## src/rtl/irq_agg_pkg.sv

```systemverilog
package irq_agg_pkg;
    localparam int NSRC        = 4;
    localparam int SRC_XFER    = 0;
    localparam int SRC_TM      = 1;
    localparam int SRC_LINK    = 2;
    localparam int SRC_ERR     = 3;

    localparam logic [31:0] OFS_STAT = 32'h0000_0020;
    localparam logic [31:0] OFS_EN   = 32'h0000_0024;
    localparam logic [31:0] OFS_AGG  = 32'h0000_0028;

    localparam int AGG_THR_LSB = 0;
    localparam int AGG_TMO_LSB = 8;
    localparam int AGG_RST_BIT = 16;
    localparam int AGG_EN_BIT  = 31;

    typedef enum logic {
        AGG_IDLE   = 1'b0,
        AGG_GATHER = 1'b1
    } agg_state_t;
endpackage

```

## src/rtl/irq_agg_fsm.sv

```systemverilog
module irq_agg_fsm
    import irq_agg_pkg::*;
#(
    parameter int THR_W = 5,
    parameter int TMO_W = 8
) (
    input  logic             clk,
    input  logic             rst_n,
    input  logic             cmp_evt,
    input  logic             agg_on,
    input  logic [THR_W-1:0] thr,
    input  logic [TMO_W-1:0] tmo,
    input  logic             flush,
    output logic             fire,
    output logic             idle
);
    localparam int CNT_W = THR_W + 1;

    agg_state_t       state_q, state_d;
    logic [CNT_W-1:0] cnt_q, cnt_d, cnt_inc;
    logic [TMO_W-1:0] tmr_q, tmr_d, tmr_inc;
    logic             bypass, thr_hit, tmo_hit;

    assign bypass  = !agg_on || (thr <= THR_W'(1));
    assign cnt_inc = cnt_q + CNT_W'(cmp_evt);
    assign tmr_inc = (tmr_q == {TMO_W{1'b1}}) ? tmr_q : tmr_q + TMO_W'(1);
    assign thr_hit = cnt_inc >= {1'b0, thr};
    assign tmo_hit = (tmo != '0) && (tmr_inc >= tmo);

    // State register
    always_ff @(posedge clk or negedge rst_n) begin
        if (!rst_n) begin
            state_q <= AGG_IDLE;
            cnt_q   <= '0;
            tmr_q   <= '0;
        end else begin
            state_q <= state_d;
            cnt_q   <= cnt_d;
            tmr_q   <= tmr_d;
        end
    end

    // Next state
    always_comb begin
        state_d = state_q;
        cnt_d   = cnt_q;
        tmr_d   = tmr_q;
        if (flush) begin
            state_d = AGG_IDLE;
            cnt_d   = '0;
            tmr_d   = '0;
        end else begin
            unique case (state_q)
                AGG_IDLE: begin
                    if (cmp_evt && !bypass) begin
                        state_d = AGG_GATHER;
                        cnt_d   = CNT_W'(1);
                        tmr_d   = '0;
                    end
                end
                AGG_GATHER: begin
                    if (thr_hit || tmo_hit) begin
                        state_d = AGG_IDLE;
                        cnt_d   = '0;
                        tmr_d   = '0;
                    end else begin
                        cnt_d = cnt_inc;
                        tmr_d = tmr_inc;
                    end
                end
                default: state_d = AGG_IDLE;
            endcase
        end
    end

    // Outputs
    always_comb begin
        fire = 1'b0;
        idle = (state_q == AGG_IDLE);
        unique case (state_q)
            AGG_IDLE:   fire = !flush && cmp_evt && bypass;
            AGG_GATHER: fire = !flush && (thr_hit || tmo_hit);
            default:    fire = 1'b0;
        endcase
    end
endmodule

```

## src/rtl/irq_agg_status.sv

```systemverilog
module irq_agg_status #(
    parameter int NBITS = 4
) (
    input  logic             clk,
    input  logic             rst_n,
    input  logic [NBITS-1:0] set_vec,
    input  logic [NBITS-1:0] clr_vec,
    output logic [NBITS-1:0] stat
);
    for (genvar i = 0; i < NBITS; i++) begin : g_bit
        always_ff @(posedge clk or negedge rst_n) begin
            if (!rst_n)
                stat[i] <= 1'b0;
            else if (set_vec[i])
                stat[i] <= 1'b1;
            else if (clr_vec[i])
                stat[i] <= 1'b0;
        end
    end
endmodule

```

## src/rtl/irq_agg_top.sv

```systemverilog
module irq_agg_top
    import irq_agg_pkg::*;
#(
    parameter int ADDR_W = 32,
    parameter int DATA_W = 32,
    parameter int THR_W  = 5,
    parameter int TMO_W  = 8
) (
    input  logic              clk,
    input  logic              rst_n,
    input  logic              wr_en,
    input  logic              rd_en,
    input  logic [ADDR_W-1:0] addr,
    input  logic [DATA_W-1:0] wdata,
    output logic [DATA_W-1:0] rdata,
    input  logic              xfer_done,
    input  logic              tm_done,
    input  logic              link_done,
    input  logic              err_evt,
    output logic              irq
);
    logic [NSRC-1:0]   stat_q, en_q, set_vec, clr_vec;
    logic [THR_W-1:0]  thr_q;
    logic [TMO_W-1:0]  tmo_q;
    logic              aon_q;
    logic              hit_stat, hit_en, hit_agg, flush, fire, agg_idle;
    logic [DATA_W-1:0] rd_val, rdata_q;

    assign hit_stat = (addr == ADDR_W'(OFS_STAT));
    assign hit_en   = (addr == ADDR_W'(OFS_EN));
    assign hit_agg  = (addr == ADDR_W'(OFS_AGG));
    assign flush    = wr_en && hit_agg && wdata[AGG_RST_BIT];

    irq_agg_fsm #(.THR_W(THR_W), .TMO_W(TMO_W)) u_fsm (
        .clk     (clk),
        .rst_n   (rst_n),
        .cmp_evt (xfer_done),
        .agg_on  (aon_q),
        .thr     (thr_q),
        .tmo     (tmo_q),
        .flush   (flush),
        .fire    (fire),
        .idle    (agg_idle)
    );

    always_comb begin
        set_vec           = '0;
        set_vec[SRC_XFER] = fire;
        set_vec[SRC_TM]   = tm_done;
        set_vec[SRC_LINK] = link_done;
        set_vec[SRC_ERR]  = err_evt;
        clr_vec           = (wr_en && hit_stat) ? wdata[NSRC-1:0] : '0;
    end

    irq_agg_status #(.NBITS(NSRC)) u_stat (
        .clk     (clk),
        .rst_n   (rst_n),
        .set_vec (set_vec),
        .clr_vec (clr_vec),
        .stat    (stat_q)
    );

    always_ff @(posedge clk or negedge rst_n) begin
        if (!rst_n) begin
            en_q  <= '0;
            thr_q <= '0;
            tmo_q <= '0;
            aon_q <= 1'b0;
        end else if (wr_en) begin
            if (hit_en)
                en_q <= wdata[NSRC-1:0];
            if (hit_agg) begin
                thr_q <= wdata[AGG_THR_LSB +: THR_W];
                tmo_q <= wdata[AGG_TMO_LSB +: TMO_W];
                aon_q <= wdata[AGG_EN_BIT];
            end
        end
    end

    always_comb begin
        rd_val = '0;
        if (hit_stat)
            rd_val[NSRC-1:0] = stat_q;
        else if (hit_en)
            rd_val[NSRC-1:0] = en_q;
        else if (hit_agg) begin
            rd_val[AGG_THR_LSB +: THR_W] = thr_q;
            rd_val[AGG_TMO_LSB +: TMO_W] = tmo_q;
            rd_val[AGG_EN_BIT]           = aon_q;
        end
    end

    always_ff @(posedge clk or negedge rst_n) begin
        if (!rst_n)
            rdata_q <= '0;
        else if (rd_en)
            rdata_q <= rd_val;
    end

    assign rdata = rdata_q;
    assign irq   = |(stat_q & en_q);
endmodule

```

## config.mk

```make
export PLATFORM = sky130hd
export DESIGN_NAME = irq_agg_top
export DESIGN_NICKNAME = d
export VERILOG_FILES = /design/src/rtl/irq_agg_pkg.sv /design/src/rtl/irq_agg_fsm.sv /design/src/rtl/irq_agg_status.sv /design/src/rtl/irq_agg_top.sv
export SDC_FILE = /design/constraint.sdc
export NUM_CORES = 1
export LEC_CHECK = 0
export ABC_AREA = 0
export BUFFER_PORTS_ARGS = -buffer_cell sky130_fd_sc_hd__buf_2
export CAP_MARGIN = 20
export CORE_UTILIZATION = 40
export CTS_CLUSTER_SIZE = 16
export DETAILED_ROUTE_END_ITERATION = 10
export PLACE_DENSITY = 0.66
export SETUP_SLACK_MARGIN = 0.2
export SYNTH_ARGS = -nofsm -noshare
export SYNTH_HDL_FRONTEND = slang
export SYNTH_HIERARCHICAL = 1
export SYNTH_SLANG_ARGS = --single-unit
```

## constraint.sdc

```tcl
create_clock -name clk -period 3.7 [get_ports clk]
set_input_delay 0.74 -clock clk [delete_from_list [all_inputs] [get_ports clk]]
set_output_delay 0.74 -clock clk [all_outputs]
set_load 0.01 [all_outputs]
```

# Word level (Yosys, flattened, before mapping)
# Index checks and enable logic that the tools add are counted.
# word_totals
in_bits	72
mem_count	0
register_bits	51
latchBits	0
rom_bits	0
ramBits	0
# op_classes
bitwise	2
mul	0
div	0
muxes	34
eq_ne	5
n_reduce_logical	21
shift	0
n_addsub	2
n_lt_le_gt_ge	3
# ops
op	count
$eq 32x6->1 const B	3
$mux 8	7
$mux 6	3
$mux 1	16
$pmux 8 s2	1
$mux 4	3
$pmux 6 s2	1
$add 8x1->8 const B	1
$eq 8x8->1 const B	1
$ge 8x8->1	1
$logic_and 1x1->1	8
$reduce_bool 2->1	4
$reduce_bool 8->1	1
$add 6x1->6	1
$ge 6x5->1	1
$le 5x1->1 const B	1
$mux 5	1
$and 4x4->4	1
$pmux 1 s2	2
$reduce_and 2->1	2
$reduce_or 4->1	1
$logic_not 1->1	3
$ne 3x1->1 const B	1
$logic_or 1x1->1	2
$not 1->1	1

# Depth between registers and ports, before layout
# Gate-level depths: netlist (run 1).
# logic_depth
depth_word	8
ltp_mapped	14
depth_no_buf	14

# By module
# The synthesis (run 1) kept the hierarchy.
# modules_own_cells
module	seq_area_each_um2	area_per_inst_um2	n_inst	cells_per_inst
irq_agg_top	800.8	1674.1	1	143
irq_agg_fsm	375.4	1216.2	1	137
irq_agg_status	100.1	145.1	1	12

# Worst setup path after synthesis (run 1)
# OpenSTA, ideal clock, no wires.
# synth_path
path_type	register to register
start	register u_fsm.tmr_q[0]
end	register u_stat.stat[0]
stages_incl_launch_ff	14
arrival_time_ns	3.202
setup_slack_ns	0.434
setup_ns	0.064
cell_sequence	dfrtp_1 > ha_1 > and3_1 > and3_1 > nand3_1 > nand3_1 > o21a_1 > ha_1 > nand4_1 > a2111oi_0 > nor3_1 > mux2_2 > nor2_1 > a21o_1
# synth_between
elab_chain_cells	8
elab_cells_between_ends	10
classes_between	add/sub (1); order compare (1); eq/ne (1); mux (3); reduce/logical (4)
# synth_rtl
element	line	source
from (decl)	irq_agg_fsm.sv:21	logic [TMO_W-1:0] tmr_q, tmr_d, tmr_inc;
from (signal assigned)	irq_agg_fsm.sv:39	tmr_q <= tmr_d;
$add 8x1->8 or $eq 8x8->1 (tied branches)	irq_agg_fsm.sv:26	assign tmr_inc = (tmr_q == {TMO_W{1'b1}}) ? tmr_q : tmr_q + TMO_W'(1);
$mux 8 *	irq_agg_fsm.sv:26	
$ge 8x8->1 *	irq_agg_fsm.sv:28	assign tmo_hit = (tmo != '0) && (tmr_inc >= tmo);
$logic_and 1x1->1 *	irq_agg_fsm.sv:28	
$logic_or 1x1->1 *	irq_agg_fsm.sv:82	AGG_GATHER: fire = !flush && (thr_hit || tmo_hit);
$logic_and 1x1->1 *	irq_agg_fsm.sv:82	
$pmux 1 s2 *	irq_agg_fsm.sv:80	unique case (state_q)
named net fire	irq_agg_top.sv:26	logic hit_stat, hit_en, hit_agg, flush, fire, agg_idle;
$mux 1 or $reduce_bool 2->1 (tied branches)	-	
to (signal, indexed assignment)	irq_agg_status.sv:13	stat[i] <= 1'b0;
to (signal, indexed assignment)	irq_agg_status.sv:15	stat[i] <= 1'b1;
to (signal, indexed assignment)	irq_agg_status.sv:17	stat[i] <= 1'b0;
to (decl)	irq_agg_status.sv:8	output logic [NBITS-1:0] stat
# The timed path passes the listed nets; every way through them passes the cells marked *.
# A chain may end at the register's enable or synchronous reset.

# Final worst setup path (run 1)
# layout_path
start	register u_fsm.tmr_q[0]
end	register u_fsm.cnt_q[2]
# layout_between
elab_chain_cells	8
elab_cells_between_ends	9
classes_between	add/sub (1); order compare (1); eq/ne (1); mux (4); reduce/logical (2)
# layout_rtl
element	line	source
$add 8x1->8 or $eq 8x8->1 (tied branches)	irq_agg_fsm.sv:26	
$mux 8 *	irq_agg_fsm.sv:26	
$ge 8x8->1 *	irq_agg_fsm.sv:28	
$logic_and 1x1->1 *	irq_agg_fsm.sv:28	
$logic_or 1x1->1 *	irq_agg_fsm.sv:62	if (thr_hit || tmo_hit) begin
$mux 6 *	irq_agg_fsm.sv:62	
$pmux 6 s2 *	irq_agg_fsm.sv:53	unique case (state_q)
$mux 6 *	irq_agg_fsm.sv:48	if (flush) begin
to (signal assigned)	irq_agg_fsm.sv:38	cnt_q <= cnt_d;
to (decl)	irq_agg_fsm.sv:20	logic [CNT_W-1:0] cnt_q, cnt_d, cnt_inc;
# Every way passes the cells marked *; elsewhere a longest branch is shown, timed or not.

==> results of run 1 <==
-- per-stage QoR --
stage                     setup slack, ps  area (um2)
final                                 421        3590
after global routing                  239        3590
after CTS                             264        3550
after detailed placement              302        3450
after global placement                332        3450
after floorplan                       434        3100
-- synthesized netlist by cell type, drive strengths merged (6+ instances only) --
library cell  number
dfrtp             51
inv               24
buf               21
mux2              19
nor2b             17
ha                16
a31o              14
a21oi             12
nand2             11
nor2              11
nand3              8
nor4               8
o21ai              8
mux2i              7
and3               6
-- what timing repair did --
action,CTS,global route
setup buffers,0,1
endpoints found under the setup margin,0,15
gates resized for setup,0,8
-- power breakdown --
group / switching, mW / internal [mW]
Clock: 0.201 / 0.141
Sequential: 0.00000000173 / 0.557
Combinational: 0.0429 / 0.0274
Total: 0.244 / 0.725
-- cell families after synthesis --
family,synth area share
flops,0.420
xor+xnor,0.0115
compound gates,0.148
mux,0.0936
simple gates,0.170
other cells,0.00124
fa+ha+maj,0.0660
buf+inv,0.0894
-- per-layer routing --
| layer | routed length, um | vias to the layer above | GRT usage | share of wire |
|---|---|---|---|---|
| met5 | 0 | - | 0 | 0 |
| met4 | 65 | 0 | 0.0447 | 0.010 |
| met3 | 223 | 4 | 0.0295 | 0.035 |
| met2 | 3080 | 60 | 0.282 | 0.48 |
| met1 | 3090 | 1139 | 0.239 | 0.48 |
| li1 | - | 1173 | - | - |
-- critical path: stages, from the launching register on --
cell and delay, ps:
dfrtp_1 390, ha_2 230, and3_4 200, and3_2 230, nand3_1 170, buf_4 210
nand3_1 90, o21a_1 150, ha_1 240, a41o_1 230, a21oi_1 140, o2111ai_2 170
nor4_4 370, buf_4 210, a21oi_1 60, mux2i_1 120
-- layout make-up --
type,count,area share
clock inverter,3,0.00732
multi-input combinational,208,0.440
clock buffer,5,0.0192
sequential,51,0.356
timing repair buffer,79,0.118
tap,99,0.0345
inverter,24,0.0251
-- state kept, by name (all words and copies together) (netlist names) --
signal         cells
u_fsm/state_q      1
u_fsm/tmr_q        8
thr_q              5
aon_q              1
rdata             14
u_fsm/cnt_q        6
u_stat/stat        4
en_q               4
tmo_q              8
-- path summary, 6_finish.rpt --
path,startpoint,end
min in group clk,u_fsm/cnt_q[5],u_fsm/cnt_q[5]
hold reg to reg,u_fsm/cnt_q[5],u_fsm/cnt_q[5]
setup / recovery,u_fsm/tmr_q[0],u_fsm/cnt_q[2]
max in group asynchronous,rst_n,rdata[1]
setup reg to reg,u_fsm/tmr_q[0],u_fsm/cnt_q[2]
hold / removal,rst_n,u_fsm/state_q
==> metrics, run 1 <==
status finished clean; pins over their slew limit 0; WP data arrival 3520 ps; sequential share of the synthesized area 0.420; post-synthesis cell area 3040 um2; Relative slew margins 0.557; via count 2376; biggest area consumer among synthesized cells dfrtp_1; Cells after Synth 292; Worst-Skew Late Latency 310 ps; initial antenna violation count 0; Mean Syn Cell Area 10.4 um2; startpoint types flip-flop; Clock Tree Root clkbuf_8; WL per Instance 13.8 um; number of synthesized flops with an enable pin 0; fin cells 469; largest net degree at the start of global routing 29; CTS Buffer Depth 2; Final TNS setup 0 ps; CP required 3940 ps; Worst-Margin Slew 664 ps; post-detail-place hpwl 5020 um; TritonCTS Sinks 51; initial DRC count 57; leading cell type in the layout, fill and taps excluded buf_2; Primary FF master, synth dfrtp_1; port buffer count 69; Post-route DRC 0; clock skew 9.89 ps; Routed WL 6460 um; hold crit path type input port to asynchronous set/reset pin; max cap viols 0; Reg2Reg Depth 15; CTS tree done; layout cells sized above 1 0.332; grt total ovfl 0; Detail Route Antenna Nets 0; Die Area 7940 um2; FF/Latch Area 1280 um2; Ant. Diodes 0; Layout area overhead 18.3%; H-tree Lvls 2; Layout Nets 457; area of the multi-input gates 1580 um2; worst hold slack 455 ps; First-pass DRT Iterations 4; crit-path max FO 5; core area 7290 um2; vias per cell 5.07; placed cell count 460; FFs w/ async S/R, synth 1.00; final core occ 0.492; RD Place Congestion 0.772; fill count 716; most frequent cells in the layout buf_2, dfrtp_1, inv_1, conb_1, nor2b_1; Synth top area share 0.420; Num CTS Buffers 5; Leak Pwr 1.83 nW; first-pass GRT wire length 10500 um; vias in the first global route 2217; Hold Buf Count CTS 0; Power Density 270 nW/um2; #FFs+latches synth 51; Max IR drop VDD 192 uV; Die Span Y 89.1 um; cell row count 31; Tmin final 3280 ps; Worst Setup End Kind flip-flop; Crit Path Class flip-flop to flip-flop; Unique masters post-synth 47; I/O Pins 105; Initial Util 0.416; Die X 89.1 um; total power 0.969 mW; Final period util 0.886; RSZ-0062 raised after global routing no; Reg2Reg Setup Slack 420 ps; clock slew at reported path FFs 100 ps; synth top area cells dfrtp_1, ha_1, buf_4; yosys warns 6; highest clock rate 0.305 GHz; final setup fails 0; overall routing resource usage 0.173; Final Hold Viols 0
(Power assumes the default switching activity.)
==> inputs of run 2 (changes only) <==
RECOVER_POWER = 25   (was not set)
==> run 2 against run 1 <==
  * Power about the same
  * Global-route usage unchanged
  * Setup slack better by 7.8 ps
  * Design area decreased by 0.14%
  * Largest cell class unchanged
  * Sequential share of layout area about the same
  * Non-clock buffer count stayed put
  * Combinational power down 0.7%
  * The flow now finishes with violations (capacitance limit, slew limit)
  * Register-to-register slack about the same
  * Critical path depth unchanged
  * Count of clock-buffer cells in the layout did not move
  * Die area unchanged
==> metrics, run 2 (same netlist as run 1, synthesis figures left out) <==
cell row count 31 (unchanged); Die X 89.1 um (unchanged); Ant. Diodes 0 (unchanged); failing checks capacitance limit, slew limit; total power 0.968 mW (about the same); vias per cell 5.05 (-0.29%); Clock Tree Root clkbuf_8; Final TNS setup 0 ps (unchanged); CTS tree done; post-route worst setup slack 429 ps (+7.83 ps); final setup fails 0 (unchanged); first-pass GRT wire length 10500 um (unchanged); RSZ-0062 raised after global routing no; worst hold slack 520 ps (+65.6 ps); Die Area 7940 um2 (unchanged); FF/Latch Area 1280 um2 (unchanged); fill count 719 (+0.42%); Final Hold Viols 0 (unchanged); Tmin final 3270 ps (-7.84 ps); Post-DP Area 3450 um2 (unchanged); Worst Setup End Kind flip-flop; Routed WL 6450 um (-0.14%); via count 2369 (-0.29%); placed cell count 460 (unchanged); Hold Buf Count CTS 0 (unchanged); WL per Instance 13.7 um (-0.14%); Post-route DRC 0 (unchanged); vias in the first global route 2217 (unchanged); Layout area overhead 18.1%; clock slew at reported path FFs 100 ps (about the same); Relative slew margins -0.0627 (-0.620); Crit Path Class flip-flop to flip-flop; initial antenna violation count 0 (unchanged); pins over their slew limit 29 (+29); Leak Pwr 1.82 nW (-0.35%); grt total ovfl 0 (unchanged); max reg flops 14 (unchanged); hold crit path type flip-flop to flip-flop; initial DRC count 58 (+1.8%); core area 7290 um2 (unchanged); post-detail-place hpwl 5020 um (unchanged); most frequent cells in the layout buf_2, dfrtp_1, inv_1, conb_1, nor2b_1; Final period util 0.884 (-0.00212); TritonCTS Sinks 51 (unchanged); startpoint types flip-flop; I/O Pins 105 (unchanged); Die Span Y 89.1 um (unchanged); layout cells sized above 1 0.327 (-0.00541); fin cells 469 (unchanged); Place WS 302 ps (unchanged); port buffer count 69 (unchanged); CP required 3940 ps (about the same); area of the multi-input gates 1580 um2 (unchanged); largest net degree at the start of global routing 29 (unchanged); Max IR drop VDD 192 uV (about the same); Worst-Margin Slew 1590 ps (+930 ps); status complete, but fails checks; Worst-Skew Late Latency 310 ps (about the same); leading cell type in the layout, fill and taps excluded buf_2; clock skew 9.90 ps (+0.00986 ps); overall routing resource usage 0.173 (unchanged); Detail Route Antenna Nets 0 (unchanged); crit-path max FO 5 (unchanged); First-pass DRT Iterations 6 (+2); max cap viols 1 (+1); Final Cell Area 3580 um2 (-0.14%); H-tree Lvls 2 (unchanged); highest clock rate 0.306 GHz (+0.24%); WP data arrival 3510 ps (about the same); Initial Util 0.416 (unchanged); Layout Nets 457 (unchanged); final core occ 0.492 (-0.000687); RD Place Congestion 0.772 (unchanged); Power Density 270 nW/um2 (about the same); CTS Buffer Depth 2 (unchanged); Num CTS Buffers 5 (unchanged)
-- run 2: changes by cell type in the layout (fill, tap and decap cells not counted) --
cell and delta:
buf_2 -1, clkbuf_1 +2, buf_4 -1
-- run 2: layout make-up --
type | instances | share of cell area
Tap cell | 99 | 0.0346
Sequential cell | 51 | 0.356
Clock buffer | 5 | 0.0192
Clock inverter | 3 | 0.00733
Multi-Input combinational cell | 208 | 0.441
Timing Repair Buffer | 79 | 0.117
Inverter | 24 | 0.0251
-- run 2: final timing paths --
check	start	end	slack, ps	cells after the start
worst max-delay path	u_fsm/tmr_q[0]	u_fsm/cnt_q[2]	430	15
worst min-delay path	u_fsm/cnt_q[5]	u_fsm/cnt_q[5]	520	1
worst max register to register	u_fsm/tmr_q[0]	u_fsm/cnt_q[2]	430	15
worst min register to register	u_fsm/cnt_q[5]	u_fsm/cnt_q[5]	520	1
max in group asynchronous	rst_n	rdata[1]	1000	2
min in group asynchronous	rst_n	u_fsm/state_q	820	1
-- run 2: critical path, stage by stage, from the launching register on --
cell	delay (ps)
dfrtp_1	390
ha_2	230
and3_4	200
and3_2	220
nand3_1	170
buf_4	210
nand3_1	90
o21a_1	140
ha_1	240
a41o_1	230
a21oi_1	140
o2111ai_2	170
nor4_4	370
buf_4	210
a21oi_1	60
mux2i_1	120
-- run 2: power by group --
part           internal (mW)  switching [mW]  total [mW]
logic                 0.0267          0.0431      0.0698
registers              0.557   0.00000000174       0.557
clock network          0.141           0.201       0.342
-- run 2: per-layer routing --
layer | GRT usage | routed length [um] | vias up
met2 | 0.282 | 3040 | 64
met1 | 0.239 | 3090 | 1127
met3 | 0.0295 | 252 | 4
li1 | - | - | 1174
met4 | 0.0447 | 65 | 0
met5 | 0 | 0 | -
-- run 2: what timing repair did --
item / 4_1_cts / 5_1_grt
gates resized for setup: 0 / 8
setup buffers: 0 / 1
endpoints found under the setup margin: 0 / 15
==> inputs of run 3 (changes only) <==
BUFFER_PORTS_ARGS = -buffer_cell sky130_fd_sc_hd__clkbuf_2   (was -buffer_cell sky130_fd_sc_hd__buf_2)
clock period = 3.5 ns   (was 3.7 ns; I/O delays follow)
==> run 3 against run 2 <==
  * The flow still finishes with violations (capacitance limit, slew limit)
  * Critical path depth stayed put
  * Sequential share of layout area shrank 0.57 points
  * Maximum frequency grew 4.9%
  * Sequential cell count stayed put
  * Setup slack lost 46 ps
  * Clock power up 5.8%
==> metrics, run 3 (same netlist as run 1, synthesis figures left out) <==
Crit Path Class flip-flop to flip-flop; Hold EP u_stat/stat[1]; failing checks capacitance limit, slew limit; post-detail-place hpwl 5040 um (+0.51%); largest net degree at the start of global routing 38 (+31%); core area 7290 um2 (unchanged); leading cell type in the layout, fill and taps excluded clkbuf_2; Worst-Margin Slew 1990 ps (+399 ps); final setup fails 0 (unchanged); pins over their slew limit 38 (+31%); overall routing resource usage 0.174 (+0.00112); CTS Buffer Depth 2 (unchanged); WL per Instance 13.6 um (-1.1%); Reg2Reg Depth 15 (unchanged); Ant. Diodes 0 (unchanged); Comb power frac 0.073 (about the same); Layout Nets 463 (+1.3%); met2 wire length 3060 um (+0.59%); First-pass DRT Iterations 4 (-2); setup bufs post-CTS 0 (unchanged); fill count 697 (-3.1%); layout cells sized above 1 0.330 (+0.00276); clock skew 7.08 ps (-2.82 ps); crit-path max FO 2 (-3); hold crit path type flip-flop to flip-flop; grt total ovfl 0 (unchanged); most frequent cells in the layout clkbuf_2, dfrtp_1, inv_1, conb_1, nor2b_1; I/O Pins 105 (unchanged); Tmin final 3120 ps (-154 ps); Clk pwr share 0.353 (about the same); first-pass GRT wire length 10600 um (+1.3%); Die Span Y 89.1 um (unchanged); Die Area 7940 um2 (unchanged); CTS tree done; sequential power share 0.574 (about the same); CP required 3710 ps (-230 ps); max cap viols 1 (unchanged); max reg flops 14 (unchanged); vias per cell 5.07 (+0.45%); Final TNS setup 0 ps (unchanged); status complete, but fails checks; Max IR drop VDD 212 uV (+10%); port buffer count 69 (unchanged); Post-DP Area 3510 um2 (+1.5%); sw power 0.259 mW (+6.2%); FF/Latch Area 1280 um2 (unchanged); H-tree Lvls 2 (unchanged); Hold Path Origin u_stat/stat[1]; Switching Share 0.253 (+0.000800); FF-to-FF Start u_fsm/tmr_q[0]; cell row count 31 (unchanged); TritonCTS Sinks 51 (unchanged); Worst-Skew Late Latency 310 ps (about the same); max layer used met4; Clock Tree Root clkbuf_8; Worst Setup End Kind flip-flop; Routed met3 length 210 um (-17%); Final Hold Viols 0 (unchanged); RD Place Congestion 0.781 (+1.2%); Final Cell Area 3640 um2 (+1.6%); Power Density 281 nW/um2 (+4.1%); Routed WL 6460 um (+0.20%); Initial Util 0.416 (unchanged); via count 2410 (+1.7%); vias in the first global route 2350 (+6.0%); RSZ-0062 raised after global routing no; Relative slew margins -0.329 (-0.266); highest clock rate 0.321 GHz (+4.9%); Final period util 0.891 (+0.00653); wire length on met1 3090 um (about the same); Num CTS Buffers 5 (unchanged); Post-route DRC 0 (unchanged); Die X 89.1 um (unchanged); Worst R2R End u_fsm/cnt_q[0]; Reg2Reg Setup Slack 380 ps (-50 ps); internal power 0.766 mW (+5.7%); Leak Pwr 1.85 nW (+1.6%); area of the multi-input gates 1590 um2 (+0.55%); initial antenna violation count 0 (unchanged); initial DRC count 86 (+48%); WHS Path Cells 1 (unchanged); WP data arrival 3330 ps (-180 ps); clock slew at reported path FFs 100 ps (about the same); Layout area overhead 20.0%; Detail Route Antenna Nets 0 (unchanged); Hold Buf Count CTS 0 (unchanged); startpoint types flip-flop
run 3: cell types whose count changed in the layout (fill, tap and decap cells not counted), moves of 2 or more:
cell	change
buf_4	+7
clkbuf_2	+68
inv_6	-2
a2111oi_4	+2
buf_2	-68
and3_1	+2
run 3: through the flow:
stage                     instances  power (mW)  hold WS, ps  setup slack [ps]  utilization
final                           475        1.03          518               383        0.500
after global routing            475        1.07          535               162        0.500
after CTS                       475        1.04          520               261        0.495
after detailed placement        467       0.676          495             -30.2        0.481
after global placement          467       0.675          483              50.1        0.481
after floorplan                 309       0.641          404               234            -
run 3: power groups by stage:
stage                     Clock (mW)  Sequential, mW  Combinational (mW)
after global routing           0.393           0.589              0.0851
final                          0.362           0.589              0.0746
after CTS                      0.376           0.589              0.0757
after floorplan                    0           0.601              0.0404
after global placement             0           0.600              0.0748
after detailed placement           0           0.600              0.0756
run 3: how the worst max path moves through the flow:
stage	start	to	depth (start not counted)	slack, ps
2_1_floorplan	u_fsm/tmr_q[0]	u_stat/stat[0]	13	230
3_3_place_gp	u_fsm/tmr_q[1]	u_stat/stat[0]	14	50
3_5_place_dp	u_fsm/tmr_q[0]	u_stat/stat[0]	14	-30
4_1_cts	u_fsm/tmr_q[0]	u_fsm/tmr_q[0]	14	260
5_1_grt	u_fsm/tmr_q[0]	u_fsm/tmr_q[1]	13	160
6_report	u_fsm/tmr_q[0]	u_fsm/cnt_q[0]	15	380
run 3: critical path, stage by stage (launching register included):
cell,delay [ps]
dfrtp_1,410
ha_1,220
and3_1,160
and3_1,190
nand3_1,100
buf_4,120
nand3_1,80
o21a_1,140
ha_1,320
a41o_1,250
a21oi_1,110
o2111ai_1,190
nor3_1,290
buf_4,170
nand2_1,40
a211oi_1,220
run 3: routing by layer:
metal | GRT usage | up-vias
met3 | 0.0323 | 8
met1 | 0.227 | 1162
met2 | 0.292 | 60
li1 | - | 1180
met4 | 0.0577 | 0
met5 | 0 | -
run 3: final cells by class:
type                    instances  share of cell area
multi-input cells             208               0.436
clock inverters                 3             0.00755
clock buffers                   5              0.0189
well taps                      99              0.0340
flip-flops and latches         51               0.350
repair buffers                 85               0.128
inverters                      24              0.0247
run 3: what timing repair did:
item	in CTS	in global routing
cloned	0	0
endpoints found under the setup margin	15	15
endpoints found under the hold margin	0	0
pin swaps	0	1
gates resized for setup	2	5
